`config.mk`:
```
export PLATFORM = sky130hd
export DESIGN_NAME = ppb_router
export DESIGN_NICKNAME = d
export VERILOG_FILES = /design/src/rtl/ppb_pkg.sv /design/src/rtl/ppb_region_match.sv /design/src/rtl/ppb_route_select.sv /design/src/rtl/ppb_resp_mux.sv /design/src/rtl/ppb_router.sv
export SDC_FILE = /design/constraint.sdc
export NUM_CORES = 1
export LEC_CHECK = 0
export BUFFER_PORTS_ARGS = -buffer_cell sky130_fd_sc_hd__buf_4
export CORE_AREA = 3 3 198 200
export DETAILED_ROUTE_END_ITERATION = 8
export DIE_AREA = 0 0 201 203
export MAX_ROUTING_LAYER = met4
export PLACE_DENSITY = 0.36
export SETUP_SLACK_MARGIN = 0.15
export SYNTH_ARGS = -nofsm -noshare
export SYNTH_HDL_FRONTEND = slang
export SYNTH_SLANG_ARGS = --single-unit
```
`constraint.sdc`:
```
create_clock -name vclk -period 2.8
set_input_delay 0.28 -clock vclk [all_inputs]
set_output_delay 0.28 -clock vclk [all_outputs]
set_load 0.1 [all_outputs]
```
`src/rtl/ppb_pkg.sv`:
```
package ppb_pkg;

  typedef enum logic [2:0] {
    DST_NONE,
    DST_LOCAL,
    DST_SYSCTL,
    DST_TICK_NS,
    DST_TICK_S,
    DST_ERRREC
  } dst_e;

  localparam int unsigned NUM_PORTS = 4;

  typedef struct packed {
    logic in_window;
    logic sys_page;
    logic tick_span;
    logic alias_page;
    logic err_page;
  } hit_t;

  function automatic dst_e slot_dst(int unsigned slot);
    case (slot)
      0:       return DST_SYSCTL;
      1:       return DST_TICK_NS;
      2:       return DST_TICK_S;
      default: return DST_ERRREC;
    endcase
  endfunction

endpackage

```
`src/rtl/ppb_region_match.sv`:
```
module ppb_region_match
  import ppb_pkg::*;
#(
  parameter int unsigned ADDR_W       = 32,
  parameter int unsigned WIN_BITS     = 20,
  parameter int unsigned PAGE_BITS    = 12,
  parameter logic [31:0] WIN_BASE     = 32'hE000_0000,
  parameter logic [31:0] SYS_BASE     = 32'hE000_E000,
  parameter logic [31:0] ALIAS_BASE   = 32'hE002_E000,
  parameter logic [31:0] ERR_BASE     = 32'hE000_5000,
  parameter int unsigned TICK_LO      = 'h010,
  parameter int unsigned TICK_SIZE    = 'h0E0,
  parameter bit          HAS_SECURITY = 1'b1,
  parameter bit          HAS_ERRREC   = 1'b1
) (
  input  logic [ADDR_W-1:0] addr,
  output hit_t              hit
);
  localparam int unsigned TICK_HI = TICK_LO + TICK_SIZE;
  localparam int unsigned WTOP    = ADDR_W - WIN_BITS;
  localparam int unsigned PTOP    = ADDR_W - PAGE_BITS;

  logic [PAGE_BITS-1:0] ofs;
  logic                 ofs_in_tick;
  logic                 alias_hit;
  logic                 err_hit;

  assign ofs = addr[PAGE_BITS-1:0];
  assign ofs_in_tick = (32'(ofs) >= TICK_LO) && (32'(ofs) < TICK_HI);

  generate
    if (HAS_SECURITY) begin : g_alias
      assign alias_hit = addr[ADDR_W-1:PAGE_BITS] == ALIAS_BASE[ADDR_W-1:PAGE_BITS];
    end else begin : g_no_alias
      assign alias_hit = 1'b0;
    end
    if (HAS_ERRREC) begin : g_err
      assign err_hit = addr[ADDR_W-1:PAGE_BITS] == ERR_BASE[ADDR_W-1:PAGE_BITS];
    end else begin : g_no_err
      assign err_hit = 1'b0;
    end
  endgenerate

  always_comb begin
    hit.in_window  = addr[ADDR_W-1:WIN_BITS] == WIN_BASE[ADDR_W-1:WIN_BITS];
    hit.sys_page   = addr[ADDR_W-1:PAGE_BITS] == SYS_BASE[ADDR_W-1:PAGE_BITS];
    hit.tick_span  = ofs_in_tick;
    hit.alias_page = alias_hit;
    hit.err_page   = err_hit;
  end

  initial begin
    if (WTOP == 0 || PTOP == 0) $display("ppb_region_match: degenerate widths");
  end
endmodule

```
`src/rtl/ppb_route_select.sv`:
```
module ppb_route_select
  import ppb_pkg::*;
#(
  parameter bit HAS_SECURITY = 1'b1
) (
  input  hit_t hit,
  input  logic secure,
  output dst_e dst,
  output logic fwd_secure
);
  always_comb begin
    dst        = DST_LOCAL;
    fwd_secure = secure;
    if (!hit.in_window) begin
      dst = DST_NONE;
    end else if (hit.alias_page) begin
      if (secure) begin
        fwd_secure = 1'b0;
        dst        = hit.tick_span ? DST_TICK_NS : DST_SYSCTL;
      end else begin
        dst = DST_LOCAL;
      end
    end else if (hit.sys_page && hit.tick_span) begin
      dst = (HAS_SECURITY && secure) ? DST_TICK_S : DST_TICK_NS;
    end else if (hit.sys_page) begin
      dst = DST_SYSCTL;
    end else if (hit.err_page) begin
      dst = DST_ERRREC;
    end
  end
endmodule

```
`src/rtl/ppb_resp_mux.sv`:
```
module ppb_resp_mux
  import ppb_pkg::*;
#(
  parameter int unsigned DATA_W = 64
) (
  input  dst_e                          dst,
  input  logic                          user,
  input  logic [NUM_PORTS-1:0]          t_ready,
  input  logic [NUM_PORTS-1:0][DATA_W-1:0] t_rdata,
  input  logic [NUM_PORTS-1:0]          t_err,
  output logic                          ready,
  output logic [DATA_W-1:0]             rdata,
  output logic                          err
);
  always_comb begin
    ready = 1'b0;
    rdata = '0;
    err   = 1'b0;
    if (dst == DST_LOCAL) begin
      ready = 1'b1;
      err   = user;
    end else begin
      for (int unsigned i = 0; i < NUM_PORTS; i++) begin
        if (dst == slot_dst(i)) begin
          ready = t_ready[i];
          rdata = t_rdata[i];
          err   = t_err[i];
        end
      end
    end
  end
endmodule

```
`src/rtl/ppb_router.sv`:
```
module ppb_router
  import ppb_pkg::*;
#(
  parameter int unsigned ADDR_W       = 32,
  parameter int unsigned DATA_W       = 64,
  parameter int unsigned PAGE_BITS    = 12,
  parameter bit          HAS_SECURITY = 1'b1,
  parameter bit          HAS_ERRREC   = 1'b1
) (
  input  logic                 clk,
  input  logic                 rst_n,
  input  logic                 req_valid,
  output logic                 req_ready,
  input  logic [ADDR_W-1:0]    req_addr,
  input  logic                 req_write,
  input  logic [DATA_W-1:0]    req_wdata,
  input  logic [1:0]           req_size,
  input  logic                 req_secure,
  input  logic                 req_user,
  output logic [DATA_W-1:0]    rsp_rdata,
  output logic                 rsp_err,
  output logic                 out_of_range,
  output logic [PAGE_BITS-1:0] tgt_offset,
  output logic                 tgt_write,
  output logic [DATA_W-1:0]    tgt_wdata,
  output logic [1:0]           tgt_size,
  output logic                 tgt_secure,
  output logic                 sc_valid,
  input  logic                 sc_ready,
  input  logic [DATA_W-1:0]    sc_rdata,
  input  logic                 sc_err,
  output logic                 tkn_valid,
  input  logic                 tkn_ready,
  input  logic [DATA_W-1:0]    tkn_rdata,
  input  logic                 tkn_err,
  output logic                 tks_valid,
  input  logic                 tks_ready,
  input  logic [DATA_W-1:0]    tks_rdata,
  input  logic                 tks_err,
  output logic                 er_valid,
  input  logic                 er_ready,
  input  logic [DATA_W-1:0]    er_rdata,
  input  logic                 er_err
);
  hit_t                             hit;
  dst_e                             dst;
  logic [NUM_PORTS-1:0]             port_valid;
  logic [NUM_PORTS-1:0]             port_ready;
  logic [NUM_PORTS-1:0][DATA_W-1:0] port_rdata;
  logic [NUM_PORTS-1:0]             port_err;
  logic                             local_sel;

  ppb_region_match #(
    .ADDR_W(ADDR_W), .PAGE_BITS(PAGE_BITS),
    .HAS_SECURITY(HAS_SECURITY), .HAS_ERRREC(HAS_ERRREC)
  ) u_match (
    .addr(req_addr),
    .hit (hit)
  );

  ppb_route_select #(.HAS_SECURITY(HAS_SECURITY)) u_select (
    .hit       (hit),
    .secure    (req_secure),
    .dst       (dst),
    .fwd_secure(tgt_secure)
  );

  assign port_ready = {er_ready, tks_ready, tkn_ready, sc_ready};
  assign port_err   = {er_err, tks_err, tkn_err, sc_err};
  assign port_rdata = {er_rdata, tks_rdata, tkn_rdata, sc_rdata};

  generate
    for (genvar g = 0; g < NUM_PORTS; g++) begin : g_strobe
      assign port_valid[g] = req_valid && (dst == slot_dst(g));
    end
  endgenerate

  assign {er_valid, tks_valid, tkn_valid, sc_valid} = port_valid;
  assign local_sel = req_valid && (dst == DST_LOCAL);

  ppb_resp_mux #(.DATA_W(DATA_W)) u_resp (
    .dst    (dst),
    .user   (req_user),
    .t_ready(port_ready),
    .t_rdata(port_rdata),
    .t_err  (port_err),
    .ready  (req_ready),
    .rdata  (rsp_rdata),
    .err    (rsp_err)
  );

  assign out_of_range = !hit.in_window;
  assign tgt_offset   = req_addr[PAGE_BITS-1:0];
  assign tgt_write    = req_write;
  assign tgt_wdata    = req_wdata;
  assign tgt_size     = req_size;

  // outside the window nothing is claimed or accepted
  assert_oor_quiet_R1: assert property (@(posedge clk) disable iff (!rst_n)
    req_valid && out_of_range |-> (port_valid == '0) && !req_ready);

  // exactly one destination inside the window
  assert_one_dest_R2: assert property (@(posedge clk) disable iff (!rst_n)
    req_valid && hit.in_window |-> $countones({port_valid, local_sel}) == 1);

  // secure timer bank only sees secure traffic
  assert_tick_bank_R4: assert property (@(posedge clk) disable iff (!rst_n)
    tks_valid |-> req_secure && tgt_secure);

  // unprivileged access to an unclaimed address faults
  assert_user_fault_R5: assert property (@(posedge clk) disable iff (!rst_n)
    local_sel && req_user |-> rsp_err && req_ready);

  // mirror page forwards with the attribute cleared
  assert_alias_clear_R6: assert property (@(posedge clk) disable iff (!rst_n)
    req_valid && hit.alias_page && req_secure |-> !tgt_secure && !tks_valid);

  // non-secure mirror access reaches no target
  assert_alias_ns_R7: assert property (@(posedge clk) disable iff (!rst_n)
    req_valid && hit.alias_page && !req_secure |-> port_valid == '0);
endmodule

```
==> impl_summary.txt, run 1 <==
----------------------------------------------------
[Timing]
  Final critical path time including I/O delays and setup ... 2.69 ns
  Worst-case headroom to the max-slew limit ... 64.9%
  Hold violation total from the final report ... 0
  Number of max-slew violations in the final report ... 0
  Number of endpoints failing setup at the final stage ... 0
  Final worst slack ... 0.107 ns
  Fin crit share ... 96.2%
  Maximum frequency from static timing analysis ... 0.371 GHz
  Tightest Pin Transition ... 0.519 ns
  RSZ-0062 raised after global routing ... yes

[GRT]
  Combined global-route utilization of all metal layers ... 10.9%
  Congestion Overflow GR ... 0
  Via count of the first global-routing pass ... 5,009
  First-pass GRT wire length ... 32.6 mm
  Pin count of the biggest net entering global routing ... 32
  Initial antenna violation count ... 0

[Die]
  Ports ... 519
  Number of rows created at floorplan ... 71
  Starting density of the core ... 7.32%
  Core region area ... 37,600 µm²
  Die boundary width ... 201 µm
  Height of the chip ... 203 µm
  Area enclosed by the die boundary ... 40,800 µm²

[Worst setup path]
  Top delay family on crit path ... simple AND/OR/NAND/NOR gates
  Maximum fanout encountered on the critical timing path ... 5
  Kind of start point of the critical path ... input port
  Arrival time of data at the critical path endpoint ... 2.41 ns
  Most frequent cell on the critical path ... sky130_fd_sc_hd__buf_12
  Kind of capture point of the worst setup path ... primary output
  Kind of critical path ... in2out
  Largest incremental delay on the critical path ... 0.52 ns
  Worst-path cell with the longest stage delay ... sky130_fd_sc_hd__or4_4
  Chain of cells forming the critical path ... buf_6 > or4_4 > and3_4 > maj3_2 > nand4bb_4 > buf_12 > buf_4 > o21a_1 > o22ai_4 > buf_12
  Levels on crit path ... 10
  Crit path required time ... 2.52 ns
  Worst setup path endpoint ... rsp_err
  Count of buffer and inverter cells on the critical path ... 4
  Crit path launch ... req_addr[6]

[Route]
  Remaining antenna violation count after routing ... 0
  Average wire per standard cell ... 19.5 µm
  Drt total wl ... 24.6 mm
  WL met2 ... 12.6 mm
  Top layer used by detailed routing ... met4
  Met3 wirelength from detailed routing ... 1.96 mm
  Routed via count divided by cell count ... 3.78
  Routed met1 length ... 8.83 mm
  First-pass DRT Iterations ... 4
  Detailed router's first-iteration violation count ... 162
  Total DRC errors in the routed layout ... 0
  Total number of vias ... 4,766

[Synth]
  Part of the Yosys area used for sequential elements ... 0%
  Netlist area before placement ... 2750 µm²
  Net count after synthesis ... 797
  Syn. warnings ... 0
  Syn Area/Cell ... 6.41 µm²
  Syn Inst Count ... 429
  Number of distinct standard cells referenced by the synthesized netlist ... 37

[Placement]
  Number of buffers added on ports ... 375
  Placed Area ... 6030 µm²
  Cells after DPL ... 1,237
  Post-DP HPWL ... 18.4 mm
  Final Wtd Congestion ... 0.811
  Setup slack after placement ... -0.0849 ns

[Finish]
  Area taken by flip-flops and latches ... 0 µm²
  Non-Filler Cell Area, Final ... 7610 µm²
  Number of antenna repair diodes ... 0
  Sequential cells ... 0
  Relative area change from synthesis to final layout ... 177%
  Post-route core utilization ... 20.2%
  Final Instance Count excl. Fillers ... 1,261
  Clock buffer count ... 0
  Fraction of final layout cells with drive strength greater than 1 ... 74.5%
  NumNets Final ... 1,120
  Count of fill cells added during filler insertion ... 4,202

[Power]
  Leakage power summed over all cells ... 3.38 nW
  Max VDD drop ... 0.0775 mV
  Power per Cell Area ... 84.2 nW/µm²

[Flow run]
  Maximum Capacitance Violations ... 0

[Status]
  Run status ... complete, no violations

[Clock network]
  CTS Hold Bufs ... 0

[Hold path]
  Hold Crit Class ... in2out

----------------------------------------------------
routing by layer:
layer | GRT usage, % | vias up
li1 | - | 2195
met1 | 10.9 | 2167
met2 | 20.3 | 334
met3 | 2.68 | 70
met4 | 4.04 | 0
met5 | - | -
cells in the mapped netlist, types with 2 or more instances:
cell	count	area [µm²]
sky130_fd_sc_hd__buf_2	10	50.1
sky130_fd_sc_hd__and3_1	4	25.0
sky130_fd_sc_hd__a22oi_1	65	488
sky130_fd_sc_hd__nand2b_1	3	18.8
sky130_fd_sc_hd__o21a_1	65	488
sky130_fd_sc_hd__buf_4	81	608
sky130_fd_sc_hd__and4b_1	2	20.0
sky130_fd_sc_hd__o22ai_1	64	400
sky130_fd_sc_hd__buf_6	4	45.0
sky130_fd_sc_hd__clkbuf_1	26	97.6
sky130_fd_sc_hd__nand2_1	5	18.8
sky130_fd_sc_hd__inv_1	2	7.51
sky130_fd_sc_hd__nor4_1	3	18.8
sky130_fd_sc_hd__nor3_1	3	15.0
sky130_fd_sc_hd__nor2_1	65	244
sky130_fd_sc_hd__a21oi_1	6	30.0
power breakdown:
part	switching (W)	internal [W]	leakage [nW]
Combinational	0.000247	0.000394	3.38
Sequential	0	0	0
Clock	0	0	0
area by class of cell:
type	count	area [µm²]	share of cell area [%]
repair buffers	443	4560	59.9
multi-input cells	305	2400	31.6
well taps	511	639	8.40
inverters	2	7.51	0.0987
cells by family after synthesis:
kind of cell / after synthesis / share of synthesized area, %
compound gates: 206 / 52.7
fa+ha+maj: 1 / 0.409
buf+inv: 124 / 29.6
mux: 1 / 0.364
simple gates: 97 / 17.0
timing repair:
action | CTS | global route
setup buffers | 9 | 5
pin swaps | 12 | 27
resized for setup | 194 | 79
setup endpoints to repair | 67 | 67
cloned | 6 | 4
worst min path at each step:
stage / from / endpoint / slack, ns / cells past startpoint
final: req_wdata[13] / tgt_wdata[13] / 0.56 / 0
after global routing: req_wdata[19] / tgt_wdata[19] / 0.56 / 0
after CTS: req_addr[2] / tgt_offset[2] / 0.56 / 0
after detailed placement: req_addr[2] / tgt_offset[2] / 0.56 / 0
after global placement: req_addr[2] / tgt_offset[2] / 0.56 / 0
after floorplan: req_valid / tks_valid / 0.76 / 2
cells in the final DEF (no fill, tap or decap), types with 3 or more instances in the layout:
cell type	netlist	routed
sky130_fd_sc_hd__a21oi_1	6	3
sky130_fd_sc_hd__a22oi_1	65	40
sky130_fd_sc_hd__a22oi_2	0	25
sky130_fd_sc_hd__buf_12	0	76
sky130_fd_sc_hd__buf_16	0	8
sky130_fd_sc_hd__buf_4	81	341
sky130_fd_sc_hd__buf_6	4	11
sky130_fd_sc_hd__buf_8	0	4
sky130_fd_sc_hd__clkbuf_16	0	3
sky130_fd_sc_hd__nand2_1	5	5
sky130_fd_sc_hd__nor2_1	65	64
sky130_fd_sc_hd__nor4_2	0	3
sky130_fd_sc_hd__o21a_2	0	50
sky130_fd_sc_hd__o21a_4	0	13
sky130_fd_sc_hd__o22ai_1	64	57
sky130_fd_sc_hd__o22ai_2	0	6
stage by stage:
step	hold slack (ns)	TNS, ns	total power (W)
floorplan	0.759	0	0.000623
global placement	0.561	-1.16	0.000527
detailed placement	0.561	-0.987	0.000530
CTS	0.561	0	0.000612
global route	0.560	0	0.000684
finish	0.560	0	0.000640
No activity file was read; power rests on OpenSTA's default activity.
==> run 2: changes to the inputs <==
--- a/config.mk
+++ b/config.mk
@@ -6,11 +6,12 @@
 export NUM_CORES = 1
 export LEC_CHECK = 0
 export BUFFER_PORTS_ARGS = -buffer_cell sky130_fd_sc_hd__buf_4
+export CAP_MARGIN = 5
 export CORE_AREA = 3 3 198 200
 export DETAILED_ROUTE_END_ITERATION = 8
 export DIE_AREA = 0 0 201 203
 export MAX_ROUTING_LAYER = met4
-export PLACE_DENSITY = 0.36
+export PLACE_DENSITY_LB_ADDON = 0.25
 export SETUP_SLACK_MARGIN = 0.15
 export SYNTH_ARGS = -nofsm -noshare
 export SYNTH_HDL_FRONTEND = slang
==> run 2 against run 1 <==
  * Utilization down 1.4 points
  * Wire length is 11% lower
  * Hold slack stayed put
  * First-iteration DRC count rose by 1.9%
  * Cell area shrank 6.7%
  * Critical path depth shrank 1
  * Flip-flop and latch count unchanged
==> impl_summary.txt, run 2 (synthesis gave the netlist of run 1 again) <==
----------------------------------------------------
[Route]
  Routed via count divided by cell count ... 3.72 (-1.5%)
  Total DRC errors in the routed layout ... 0 (unchanged)
  First-pass DRT Iterations ... 4 (unchanged)
  Total number of vias ... 4,693 (-1.5%)
  Remaining antenna violation count after routing ... 0 (unchanged)
  Detailed router's first-iteration violation count ... 165 (+1.9%)
  Average wire per standard cell ... 17.4 µm (-11%)
  Drt total wl ... 21.9 mm (-11%)

[Finish]
  Sequential cells ... 0 (unchanged)
  Fraction of final layout cells with drive strength greater than 1 ... 70.5% (-4.0 points)
  Post-route core utilization ... 18.9% (-1.4 points)
  Most common library cell in the layout ignoring fill and taps ... sky130_fd_sc_hd__buf_4
  Area taken by flip-flops and latches ... 0 µm² (unchanged)
  Commonest cells after routing, fill and taps aside ... 354 x sky130_fd_sc_hd__buf_4, 64 x sky130_fd_sc_hd__a22oi_1, 64 x sky130_fd_sc_hd__nor2_1
  Count of fill cells added during filler insertion ... 4,211 (+0.21%)
  Clock buffer count ... 0 (unchanged)
  Number of antenna repair diodes ... 0 (unchanged)
  Relative area change from synthesis to final layout ... 158%
  NumNets Final ... 1,119 (-0.089%)
  Final Instance Count excl. Fillers ... 1,260 (-0.079%)

[GRT]
  Most utilized layer in the global route result ... met2
  Combined global-route utilization of all metal layers ... 9.86% (-0.99 points)
  Via count of the first global-routing pass ... 5,068 (+1.2%)
  First-pass GRT wire length ... 30.4 mm (-6.7%)
  Pin count of the biggest net entering global routing ... 35 (+9.4%)
  Met1 GRT Util ... 10.2% (-0.74 points)
  Initial antenna violation count ... 0 (unchanged)
  Global routing met2 resource utilization ... 18.3% (-2.0 points)
  Global-route met3 utilization ... 1.52% (-1.2 points)
  Congestion Overflow GR ... 0 (unchanged)

[Timing]
  Worst-case headroom to the max-slew limit ... 63.4% (-1.6 points)
  Number of max-slew violations in the final report ... 0 (unchanged)
  Fin crit share ... 94.4% (-1.8 points)
  Number of endpoints failing setup at the final stage ... 0 (unchanged)
  Post-Route Setup TNS ... 0 ns (unchanged)
  Hold violation total from the final report ... 0 (unchanged)
  Final critical path time including I/O delays and setup ... 2.64 ns (-0.0498 ns)
  Tightest Pin Transition ... 0.542 ns (+0.0231 ns)
  RSZ-0062 raised after global routing ... yes
  Maximum frequency from static timing analysis ... 0.378 GHz (+1.9%)
  Final worst slack ... 0.157 ns (+0.0498 ns)

[Placement]
  Cells after DPL ... 1,253 (+1.3%)
  Final Wtd Congestion ... 0.804 (-0.95%)
  Setup slack after placement ... -0.182 ns (-0.0970 ns)
  Post-DP HPWL ... 17.4 mm (-5.1%)
  Number of buffers added on ports ... 375 (unchanged)

[Power]
  Max VDD drop ... 0.0722 mV (-6.8%)
  Combinational Power Share ... 100.0% (about the same)
  Design internal power ... 0.000346 W (-12%)
  Clock power share ... 0% (unchanged)
  Leakage power summed over all cells ... 3.26 nW (-3.6%)
  Relative contribution of sequential cells to total power ... 0% (unchanged)
  Switching part of the total ... 37.5% (-0.98 points)
  Power spent charging and discharging nets ... 0.000208 W (-16%)
  Power per Cell Area ... 78.0 nW/µm² (-7.3%)

[Worst setup path]
  Largest incremental delay on the critical path ... 0.51 ns (about the same)
  Kind of capture point of the worst setup path ... primary output
  Chain of cells forming the critical path ... buf_6 > or4_1 > and3_4 > maj3_2 > nand4bb_4 > buf_12 > buf_12 > o21a_4 > buf_12
  Kind of start point of the critical path ... input port
  Top delay family on crit path ... simple AND/OR/NAND/NOR gates
  Count of buffer and inverter cells on the critical path ... 4 (unchanged)
  Maximum fanout encountered on the critical timing path ... 16 (+11)
  Most frequent cell on the critical path ... sky130_fd_sc_hd__buf_12
  Arrival time of data at the critical path endpoint ... 2.36 ns (-0.05 ns)
  Worst-path cell with the longest stage delay ... sky130_fd_sc_hd__or4_1
  Crit path required time ... 2.52 ns (about the same)
  Kind of critical path ... in2out

[Die]
  Starting density of the core ... 7.32% (unchanged)
  Height of the chip ... 203 µm (unchanged)
  Number of rows created at floorplan ... 71 (unchanged)
  Ports ... 519 (unchanged)
  Die boundary width ... 201 µm (unchanged)
  Area enclosed by the die boundary ... 40,800 µm² (unchanged)
  Core region area ... 37,600 µm² (unchanged)

[Status]
  Run status ... complete, no violations

[Hold path]
  Hold Crit Class ... in2out
  Cell depth of the worst min-delay path ... 0 (unchanged)
  Hold EP ... tgt_wdata[13]
  Hold wc startpoint ... req_wdata[13]

[Flow run]
  Maximum Capacitance Violations ... 0 (unchanged)

----------------------------------------------------
==> run 2: stage by stage <==
step / total power (W) / hold WS (ns) / cell area, µm²
2_1_floorplan: 0.000623 / 0.759 / 2890
3_3_place_gp: 0.000545 / 0.561 / 6210
3_5_place_dp: 0.000547 / 0.561 / 6210
4_1_cts: 0.000554 / 0.561 / 6830
5_1_grt: 0.000594 / 0.560 / 7100
6_report: 0.000554 / 0.560 / 7100
==> run 2: worst max path at each step <==
stage	startpoint	to	slack [ns]	cells past startpoint
2_1_floorplan	req_addr[22]	rsp_err	0.01	6
3_3_place_gp	req_addr[22]	rsp_rdata[38]	-0.15	10
3_5_place_dp	req_addr[21]	rsp_rdata[38]	-0.18	9
4_1_cts	req_addr[5]	rsp_rdata[58]	0.14	9
5_1_grt	req_addr[5]	rsp_rdata[43]	0.11	9
6_report	req_addr[5]	rsp_rdata[43]	0.16	9
==> run 2: cell type report <==
cell class	count	area (µm²)	share of cell area (%)
inverter	2	7.51	0.106
multi-input combinational	305	2270	32.0
tap	511	639	9.01
timing repair buffer	442	4180	58.9
==> run 2: repair_timing <==
action	in CTS	in global routing
hold endpoints to repair	0	0
pin swaps	7	4
gates cloned	2	1
gates resized for setup	135	48
buffers inserted	3	1
setup endpoints to repair	68	63
hold buffers	0	0
==> run 2: power by group through the flow <==
stage | Clock, W | Combinational, W | Sequential, W
floorplan | 0 | 0.000623 | 0
global placement | 0 | 0.000545 | 0
detailed placement | 0 | 0.000547 | 0
CTS | 0 | 0.000554 | 0
global route | 0 | 0.000594 | 0
finish | 0 | 0.000554 | 0
==> run 2: metal layers <==
metal | part of all wire [%] | vias to the layer above
met2 | 52 | 309
met1 | 37 | 2144
li1 | - | 2182
met5 | 0 | -
met3 | 6.3 | 58
met4 | 5.4 | 0
